**src/rtl/afm_pkg.sv**
```systemverilog
package afm_pkg;

  // Strobes from the control section to the datapath, valid for one
  // master-clock cycle each.
  typedef struct packed {
    logic loadPair;   // capture both input words, left goes to the shifter
    logic loadRight;  // move the held right word into the shifter
    logic shiftBit;   // advance the shifter by one bit
  } afmStrobe_t;

endpackage

```
**src/rtl/afm_ctrl.sv**
```systemverilog
module afm_ctrl
  import afm_pkg::*;
#(
  parameter int SAMPLE_W     = 24,
  parameter int SLOT_BITS    = 32,
  parameter int MCLK_PER_BIT = 4
) (
  input  logic       mclk,
  input  logic       rstN,
  input  logic       pwrDownN,
  output afmStrobe_t stb,
  output logic       bitClk,
  output logic       wordClk,
  output logic       frameStrobe,
  output logic       sampleReady
);

  localparam int PH_W = (MCLK_PER_BIT > 1) ? $clog2(MCLK_PER_BIT) : 1;
  localparam int BIT_W = $clog2(SLOT_BITS);
  localparam int HALF = MCLK_PER_BIT / 2;

  logic [PH_W-1:0]  phaseCnt;
  logic [BIT_W-1:0] bitCnt;
  logic             slotRight;

  logic phaseLast, bitLast, atBitStart, inData, highHalf;

  assign phaseLast  = (phaseCnt == PH_W'(MCLK_PER_BIT - 1));
  assign bitLast    = (bitCnt == BIT_W'(SLOT_BITS - 1));
  assign atBitStart = (phaseCnt == '0);
  assign inData     = ({1'b0, bitCnt} < (BIT_W + 1)'(SAMPLE_W));
  assign highHalf   = ({1'b0, phaseCnt} >= (PH_W + 1)'(HALF));

  // Position counters: phase within a bit, bit within a slot, slot select.
  always_ff @(posedge mclk or negedge rstN) begin
    if (!rstN) begin
      phaseCnt  <= '0;
      bitCnt    <= '0;
      slotRight <= 1'b0;
    end else if (!pwrDownN) begin
      phaseCnt  <= '0;
      bitCnt    <= '0;
      slotRight <= 1'b0;
    end else if (phaseLast) begin
      phaseCnt <= '0;
      if (bitLast) begin
        bitCnt    <= '0;
        slotRight <= ~slotRight;
      end else begin
        bitCnt <= bitCnt + 1'b1;
      end
    end else begin
      phaseCnt <= phaseCnt + 1'b1;
    end
  end

  // Datapath strobes, all at the start of a bit (where the bit clock falls).
  always_comb begin
    stb.loadPair  = pwrDownN && atBitStart && (bitCnt == '0) && !slotRight;
    stb.loadRight = pwrDownN && atBitStart && (bitCnt == '0) && slotRight;
    stb.shiftBit  = pwrDownN && atBitStart && (bitCnt != '0) && inData;
  end

  // Registered link outputs.
  always_ff @(posedge mclk or negedge rstN) begin
    if (!rstN) begin
      bitClk      <= 1'b0;
      wordClk     <= 1'b0;
      frameStrobe <= 1'b0;
      sampleReady <= 1'b0;
    end else begin
      bitClk      <= pwrDownN && highHalf;
      wordClk     <= pwrDownN && !slotRight;
      frameStrobe <= pwrDownN && inData;
      sampleReady <= stb.loadPair;
    end
  end

  assert_ready_single_R7: assert property (@(posedge mclk) disable iff (!rstN)
    sampleReady |=> !sampleReady);

  assert_word_rise_R2: assert property (@(posedge mclk) disable iff (!rstN)
    $rose(wordClk) |-> sampleReady);

  assert_word_fall_R3: assert property (@(posedge mclk) disable iff (!rstN)
    ($fell(wordClk) && $past(pwrDownN)) |-> $fell(bitClk));

  assert_strobe_fall_R4: assert property (@(posedge mclk) disable iff (!rstN)
    ($fell(frameStrobe) && $past(pwrDownN)) |-> $fell(bitClk));

endmodule

```
**src/rtl/afm_data.sv**
```systemverilog
module afm_data
  import afm_pkg::*;
#(
  parameter int SAMPLE_W = 24
) (
  input  logic                mclk,
  input  logic                rstN,
  input  logic                pwrDownN,
  input  afmStrobe_t          stb,
  input  logic                frameStrobe,
  input  logic [SAMPLE_W-1:0] leftIn,
  input  logic [SAMPLE_W-1:0] rightIn,
  output logic                serialData
);

  logic [SAMPLE_W-1:0] shiftReg;
  logic [SAMPLE_W-1:0] holdRight;

  always_ff @(posedge mclk or negedge rstN) begin
    if (!rstN) begin
      shiftReg  <= '0;
      holdRight <= '0;
    end else if (!pwrDownN) begin
      shiftReg <= '0;
    end else if (stb.loadPair) begin
      shiftReg  <= leftIn;
      holdRight <= rightIn;
    end else if (stb.loadRight) begin
      shiftReg <= holdRight;
    end else if (stb.shiftBit) begin
      shiftReg <= {shiftReg[SAMPLE_W-2:0], 1'b0};
    end
  end

  // Outside the valid window of a slot the line is driven low.
  assign serialData = frameStrobe & shiftReg[SAMPLE_W-1];

endmodule

```
**src/rtl/audio_frame_master.sv**
```systemverilog
module audio_frame_master
  import afm_pkg::*;
#(
  parameter int SAMPLE_W     = 24,
  parameter int SLOT_BITS    = 32,
  parameter int MCLK_PER_BIT = 4
) (
  input  logic                mclk,
  input  logic                rstN,
  input  logic                pwrDownN,
  input  logic [SAMPLE_W-1:0] leftIn,
  input  logic [SAMPLE_W-1:0] rightIn,
  output logic                sampleReady,
  output logic                bitClk,
  output logic                wordClk,
  output logic                frameStrobe,
  output logic                serialData
);

  afmStrobe_t stb;

  afm_ctrl #(
    .SAMPLE_W    (SAMPLE_W),
    .SLOT_BITS   (SLOT_BITS),
    .MCLK_PER_BIT(MCLK_PER_BIT)
  ) u_ctrl (
    .mclk       (mclk),
    .rstN       (rstN),
    .pwrDownN   (pwrDownN),
    .stb        (stb),
    .bitClk     (bitClk),
    .wordClk    (wordClk),
    .frameStrobe(frameStrobe),
    .sampleReady(sampleReady)
  );

  afm_data #(
    .SAMPLE_W(SAMPLE_W)
  ) u_data (
    .mclk       (mclk),
    .rstN       (rstN),
    .pwrDownN   (pwrDownN),
    .stb        (stb),
    .frameStrobe(frameStrobe),
    .leftIn     (leftIn),
    .rightIn    (rightIn),
    .serialData (serialData)
  );

  assert_data_hold_R5: assert property (@(posedge mclk) disable iff (!rstN)
    (bitClk && $past(bitClk)) |-> $stable(serialData));

  assert_pd_quiet_R8: assert property (@(posedge mclk) disable iff (!rstN)
    !pwrDownN |=> !(bitClk || wordClk || frameStrobe || serialData || sampleReady));

endmodule

```
**config.mk**
```make
export PLATFORM = sky130hd
export DESIGN_NAME = audio_frame_master
export DESIGN_NICKNAME = d
export VERILOG_FILES = /design/src/rtl/afm_pkg.sv /design/src/rtl/afm_ctrl.sv /design/src/rtl/afm_data.sv /design/src/rtl/audio_frame_master.sv
export SDC_FILE = /design/constraint.sdc
export NUM_CORES = 1
export LEC_CHECK = 0
export CAP_MARGIN = 5
export CORE_AREA = 2 2 88 90
export CTS_CLUSTER_SIZE = 20
export DETAILED_ROUTE_END_ITERATION = 10
export DIE_AREA = 0 0 90 92
export PLACE_DENSITY = 0.66
export SLEW_MARGIN = 10
export SYNTH_ARGS = -nofsm -noshare
export SYNTH_HDL_FRONTEND = slang
export SYNTH_SLANG_ARGS = --single-unit
```
**constraint.sdc**
```tcl
create_clock -name mclk -period 2 [get_ports mclk]
set_input_delay 0.2 -clock mclk [delete_from_list [all_inputs] [get_ports mclk]]
set_output_delay 0.2 -clock mclk [all_outputs]
set_load 0.05 [all_outputs]
```
==> results.py, run 1 <==
metrics = {
    "timing": {
        "whs_ns": 0.366,
        "fin_skew_ns": 0.00570,
        "final.setup.worst_slack_ns": -0.0163,
        "hold_viol_final": 0,
        "finalCritPeriodShare_pct": 101,
        "tightest_slew_ns": 0.671,
        "finalMaxSlewViolations": 0,
        "fmax_mhz": 496,
        "rsz0062_at_grt": "true",
        "slew_headroom_pct": 55.2,
        "fin_crit_ns": 2.02,
        "finalSetupViolCount": 16,
    },
    "floorplanning": {
        "initial_core_util_pct": 38.7,
        "die_w_um": 90,
        "die-area_um2": 8280,
        "rows": 32,
        "die_h_um": 92,
        "top_level_ports": 56,
        "core-area_um2": 7450,
    },
    "worst_setup_path": {
        "critical_path_class": "reg -> reg",
        "crit_buf_inv": 3,
        "startpoint_type": "flip-flop",
        "worst-endpoint-required_ns": 2.22,
        "crit_slowest_cell": "or4b_4",
        "critPathTopFamily": "simple AND/OR/NAND/NOR gates",
        "end_kind": "flip-flop",
        "critPathMaxStageDelay_ns": 0.49,
        "crit_fanout": 7,
        "worstPathCellList": "inv_2 > ha_4 > or4b_4 > nor3_4 > buf_6 > buf_12 > mux2_4",
        "arrival_ns": 2.24,
    },
    "global_routing": {
        "grt_usage_pct": 14.7,
        "grt_pass1_wl_um": 9580,
        "grt_max_degree": 40,
        "grt_pass1_vias": 1959,
        "grt.overflow.total": 0,
        "antenna_found_initial": 0,
    },
    "power": {
        "p_per_area_nw_per_um2": 881,
        "vdd_drop_max_mv": 0.405,
        "total_power_mw": 3.48,
        "p_leak_nw": 1.68,
    },
    "cts": {
        "insertion_delay_ns": 0.34,
        "clk_pin_slew_ns": 0.07,
        "cts_buffers": 9,
        "cts-root-buf": "clkbuf_8",
        "clock_sinks": 60,
        "cts_tree": "yes",
        "clock_path_buffers": 2,
        "h-tree-depth": 3,
    },
    "routing": {
        "routedWlPerCell_um": 15.4,
        "firstDrtPassIters": 4,
        "drtIter0Drc": 64,
        "detail-route-antenna-nets": 0,
        "drt_wl_total_um": 6030,
        "post_drt_via_cell_ratio": 5.05,
        "drc": 0,
        "num_vias": 1973,
    },
    "worst_hold_path": {
        "hold_path_class": "in -> async",
    },
    "synth": {
        "synth-seq-cells": 60,
        "synth-seq-area-share_pct": 52.1,
        "ys_types": 31,
        "syn_inst": 216,
        "yosysWarnings": 0,
        "synth_area_um2": 2880,
        "syn_area_per_cell_um2": 13.4,
        "syn-num-nets": 273,
    },
    "final_layout": {
        "final_cell_mix": "dfrtp_1, clkdlybuf4s50_1, mux2i_1",
        "drive_above_1_share_pct": 23.2,
        "regArea_um2": 1500,
        "antenna_cells": 0,
        "fin_util_pct": 53.0,
        "syn_to_final_growth_pct": 36.9,
        "multi_input_area_um2": 1280,
        "final_common_cell": "dfrtp_1",
        "nNetsFinal": 341,
        "finalInstanceArea_um2": 3950,
        "fillers": 667,
    },
    "run": {
        "cap_violations": 0,
    },
    "placed_design": {
        "dp_hpwl_um": 3840,
        "post-place-ws_ns": 0.0443,
        "place_area_um2": 3600,
        "routabilityCongestion": 0.735,
        "port_buffers": 55,
    },
    "outcome": {
        "violations": "setup timing",
        "outcome": "finished, violations left",
    },
}
-- area by class of cell --
class                           count  area share, %
Sequential cell                    60           38.1
Inverter                            5          0.475
Clock buffer                        9           3.14
Multi-Input combinational cell    134           32.5
Timing Repair Buffer               74           20.1
Clock inverter                      7           2.53
Tap cell                          102           3.23
-- where the power goes --
part	switching, mW	internal (mW)	total (mW)	leakage [nW]
sequential	0.117	1.42	1.54	0.757
combinational	0.266	0.459	0.726	0.822
clock	0.505	0.706	1.21	0.102
total	0.889	2.59	3.48	1.68
-- per-layer routing --
metal | track usage, % | share of wire, %
met1 | 19.8 | 46
met2 | 21.7 | 48
met3 | 4.60 | 3.6
met4 | 6.92 | 1.9
met5 | 0 | 0
-- cells by family (layout without fill, tap and decap cells) --
logic type,count (synthesis),count (layout),share of synthesized area (%)
adder cells (fa/ha/maj),6,6,2.60
XOR/XNOR,1,1,0.304
AO/OA/AOI/OAI,32,32,10.0
multiplexers,50,50,20.9
buffers and inverters,22,95,4.90
flip-flops,60,60,52.1
AND/OR/NAND/NOR,45,45,9.24
-- metrics by stage --
| stage | TNS [ns] | instances |
|---|---|---|
| 6_report | -0.0866 | 391 |
| 5_1_grt | -1.50 | 391 |
| 4_1_cts | 0 | 386 |
| 3_5_place_dp | 0 | 369 |
| 3_3_place_gp | 0 | 369 |
| 2_1_floorplan | -2.13 | 216 |
-- worst reg2reg max path: stages, from the launching register on --
cell and delay, ns:
dfrtp_1 0.40, inv_2 0.08, ha_4 0.11, or4b_4 0.49
nor3_4 0.22, buf_6 0.16, buf_12 0.14, mux2_4 0.30
-- repair_timing --
item	CTS	global route
endpoints found under the hold margin	21	0
gates resized for setup	0	12
buffers inserted	0	3
endpoints found under the setup margin	0	25
hold buffers	1	0
-- path summary, 6_finish.rpt --
| path | slack (ns) | depth (start not counted) | startpoint | end |
|---|---|---|---|---|
| setup / recovery | -0.02 | 7 | u_ctrl.bitCnt[0] | u_data.holdRight[3] |
| hold / removal | 0.37 | 2 | rstN | u_data.holdRight[15] |
| setup reg to reg | -0.02 | 7 | u_ctrl.bitCnt[0] | u_data.holdRight[3] |
| hold reg to reg | 0.49 | 1 | u_data.shiftReg[0] | u_data.shiftReg[0] |
| max in group asynchronous | 1.05 | 3 | rstN | u_data.holdRight[3] |
| min in group mclk | 0.47 | 2 | rightIn[19] | u_data.holdRight[19] |
-- flip-flops by register name (all words and copies together), names as in the netlist --
name	cells
u_ctrl.bitClk	1
u_ctrl.bitCnt	5
u_ctrl.frameStrobe	1
u_ctrl.phaseCnt	2
u_ctrl.sampleReady	1
u_ctrl.slotRight	1
u_ctrl.wordClk	1
u_data.holdRight	24
u_data.shiftReg	24
-- Yosys cell counts --
| library cell | n | area, µm² |
|---|---|---|
| xnor2_1 | 1 | 8.76 |
| and3_1 | 2 | 12.5 |
| and3b_1 | 1 | 8.76 |
| inv_1 | 5 | 18.8 |
| a21boi_1 | 1 | 7.51 |
| o21ai_0 | 2 | 10.0 |
| a21boi_0 | 1 | 7.51 |
| clkbuf_1 | 9 | 33.8 |
| buf_6 | 3 | 33.8 |
| ha_1 | 6 | 75.1 |
| buf_12 | 2 | 40.0 |
| a221o_1 | 23 | 230 |
| mux2_4 | 19 | 285 |
| nor3_1 | 25 | 125 |
| nand2_1 | 3 | 11.3 |
| mux2i_1 | 26 | 260 |
| o21a_1 | 2 | 15.0 |
| and4bb_2 | 1 | 12.5 |
| nor3_4 | 1 | 16.3 |
| or4b_4 | 1 | 13.8 |
| and2_1 | 4 | 25.0 |
| nor2_1 | 1 | 3.75 |
| mux2_2 | 5 | 56.3 |
| a31oi_1 | 1 | 6.26 |
| dfrtp_1 | 60 | 1500 |
| a21oi_1 | 1 | 5.00 |
| nand3_1 | 1 | 5.00 |
| a21o_1 | 1 | 7.51 |
| nor2b_1 | 4 | 25.0 |
| buf_2 | 3 | 15.0 |
| or4_1 | 1 | 7.51 |
No activity file was read; power rests on OpenSTA's default activity.
==> run 2, diff against run 1 <==
==> constraint.sdc (replaced) <==
create_clock -name mclk -period 2 [get_ports mclk]
set_input_delay 0.4 -clock mclk [delete_from_list [all_inputs] [get_ports mclk]]
set_output_delay 0.4 -clock mclk [all_outputs]
set_load 0.05 [all_outputs]
==> run 2 against run 1 <==
Against the previous run:
- the run now ends clean
- combinational power about the same
- clock power decreased by 12%
- fmax increased by 1.4%
- utilization decreased by 0.52 points
- sequential power about the same
- worst setup slack improved by 0.028 ns
- non-clock buffer count increased by 3
- global-route usage increased by 0.55 points
- register-to-register slack improved by 0.03 ns
- clock skew increased by 0.0023 ns
- wire length about the same
- sequential cell count unchanged
- largest cell class unchanged
==> results.py, run 2 (same netlist as run 1, synthesis figures left out) <==
metrics = {
    "run": {
        "cap_violations": 0,
    },
    "timing": {
        "finalCritPeriodShare_pct": 99.4,
        "tightest_slew_ns": 0.718,
        "finalSetupViolCount": 0,
        "setup_tns_ns": 0,
        "hold_viol_final": 0,
        "finalMaxSlewViolations": 0,
        "rsz0062_at_grt": "true",
        "final.setup.worst_slack_ns": 0.0120,
        "whs_ns": 0.100,
        "fin_crit_ns": 1.99,
        "fmax_mhz": 503,
        "slew_headroom_pct": 52.2,
        "fin_skew_ns": 0.00800,
    },
    "power": {
        "p_leak_nw": 1.67,
        "vdd_drop_max_mv": 0.320,
        "p_per_area_nw_per_um2": 854,
        "seqPwrFrac_pct": 46.2,
        "switchingPower_mw": 0.886,
        "switching_share_pct": 26.5,
        "p_int_mw": 2.45,
        "comb_power_share_pct": 21.8,
        "clockPowerShare_pct": 32.0,
        "total_power_mw": 3.34,
    },
    "worst_setup_path": {
        "ff2ff_setup_slack_ns": 0.01,
        "end_kind": "flip-flop",
        "r2r-start": "u_ctrl.bitCnt[0]",
        "arrival_ns": 2.22,
        "worst-endpoint-required_ns": 2.24,
        "worstPathCellList": "inv_2 > ha_1 > or4b_4 > nor3_4 > buf_12 > clkbuf_16 > mux2_4",
        "crit_buf_inv": 3,
        "crit_fanout": 5,
        "cp-startpoint": "u_ctrl.bitCnt[0]",
        "critPathMaxStageDelay_ns": 0.48,
        "critPathTopFamily": "simple AND/OR/NAND/NOR gates",
        "startpoint_type": "flip-flop",
        "crit_slowest_cell": "or4b_4",
        "critical_path_class": "reg -> reg",
        "r2r_cells": 7,
        "crit_cells": 7,
    },
    "cts": {
        "cts_buffers": 9,
        "insertion_delay_ns": 0.35,
        "clk_pin_slew_ns": 0.07,
        "cts_tree": "yes",
        "cts-root-buf": "clkbuf_8",
        "h-tree-depth": 3,
        "clock_path_buffers": 2,
        "clock_sinks": 60,
    },
    "worst_hold_path": {
        "hold_path_class": "in -> async",
    },
    "routing": {
        "drt_wl_total_um": 6030,
        "detail-route-antenna-nets": 0,
        "num_vias": 1996,
        "drtIter0Drc": 46,
        "post_drt_via_cell_ratio": 5.07,
        "routedWlPerCell_um": 15.3,
        "drc": 0,
        "firstDrtPassIters": 4,
    },
    "global_routing": {
        "antenna_found_initial": 0,
        "grt_max_degree": 32,
        "grt_pass1_wl_um": 9960,
        "grt.overflow.total": 0,
        "grt_pass1_vias": 2062,
        "grt_usage_pct": 15.3,
    },
    "floorplanning": {
        "rows": 32,
        "initial_core_util_pct": 38.7,
        "core-area_um2": 7450,
        "die_h_um": 92,
        "die_w_um": 90,
        "top_level_ports": 56,
        "die-area_um2": 8280,
    },
    "final_layout": {
        "nNetsFinal": 344,
        "final_cell_mix": "dfrtp_1, clkdlybuf4s50_1, mux2i_1",
        "layout.cells.non_filler": 394,
        "final_common_cell": "dfrtp_1",
        "largestRegisters": "u_data.holdRight x24, u_data.shiftReg x24, u_ctrl.bitCnt x5",
        "syn_to_final_growth_pct": 35.6,
        "antenna_cells": 0,
        "drive_above_1_share_pct": 24.0,
        "fin_util_pct": 52.5,
        "finalInstanceArea_um2": 3910,
    },
    "placed_design": {
        "routabilityCongestion": 0.735,
        "dp_hpwl_um": 3980,
        "place_area_um2": 3610,
        "port_buffers": 55,
        "numPlacedInstances": 373,
        "post-place-ws_ns": -0.0109,
    },
    "outcome": {
        "outcome": "finished, final reports clean",
    },
}
==> run 2: changes by cell type in the layout (fill, tap and decap cells not counted), moves of 2 or more <==
cell	delta
buf_4	+4
clkinv_2	+3
mux2_2	+2
mux2_4	-2
==> run 2: what timing repair did <==
item / in CTS / in global routing
hold buffers: 0 / 0
endpoints found under the setup margin: 0 / 5
gates resized for setup: 0 / 5
buffers inserted: 0 / 2
==> run 2: metal layers <==
metal  track usage [%]  vias to the layer above  wire (µm)
met5                 0                        -          0
met4              6.54                        0         99
met1              20.6                      984       2850
met2              22.8                       53       2750
met3              4.77                       10        331
li1                  -                      949          -
==> run 2: path summary, 6_finish.rpt <==
kind / to
worst max register to register: u_data.holdRight[23]
max in group asynchronous: u_ctrl.slotRight
worst max-delay path: u_data.holdRight[23]
worst min-delay path: u_data.holdRight[11]
worst min register to register: u_data.shiftReg[0]
min in group mclk: u_data.shiftReg[0]
==> run 2: power groups by stage <==
stage          Combinational [mW]  Sequential, mW  Clock, mW
2_1_floorplan               0.429            1.55          0
3_3_place_gp                0.657            1.56          0
3_5_place_dp                0.672            1.56          0
4_1_cts                     0.676            1.54       1.10
5_1_grt                     0.784            1.57       1.15
6_report                    0.729            1.54       1.07
==> run 2: layout make-up <==
class	count	area, µm²
Inverter	5	18.8
Timing Repair Buffer	77	813
Multi-Input combinational cell	134	1260
Tap cell	102	128
Fill cell	654	3540
Clock buffer	9	124
Sequential cell	60	1500
Clock inverter	7	67.6
==> run 2: worst reg2reg max path, cell delays in order (launching register included) <==
cell and delay, ns:
dfrtp_1 0.38, inv_2 0.06, ha_1 0.13, or4b_4 0.48, nor3_4 0.21, buf_12 0.15
clkbuf_16 0.15, mux2_4 0.30
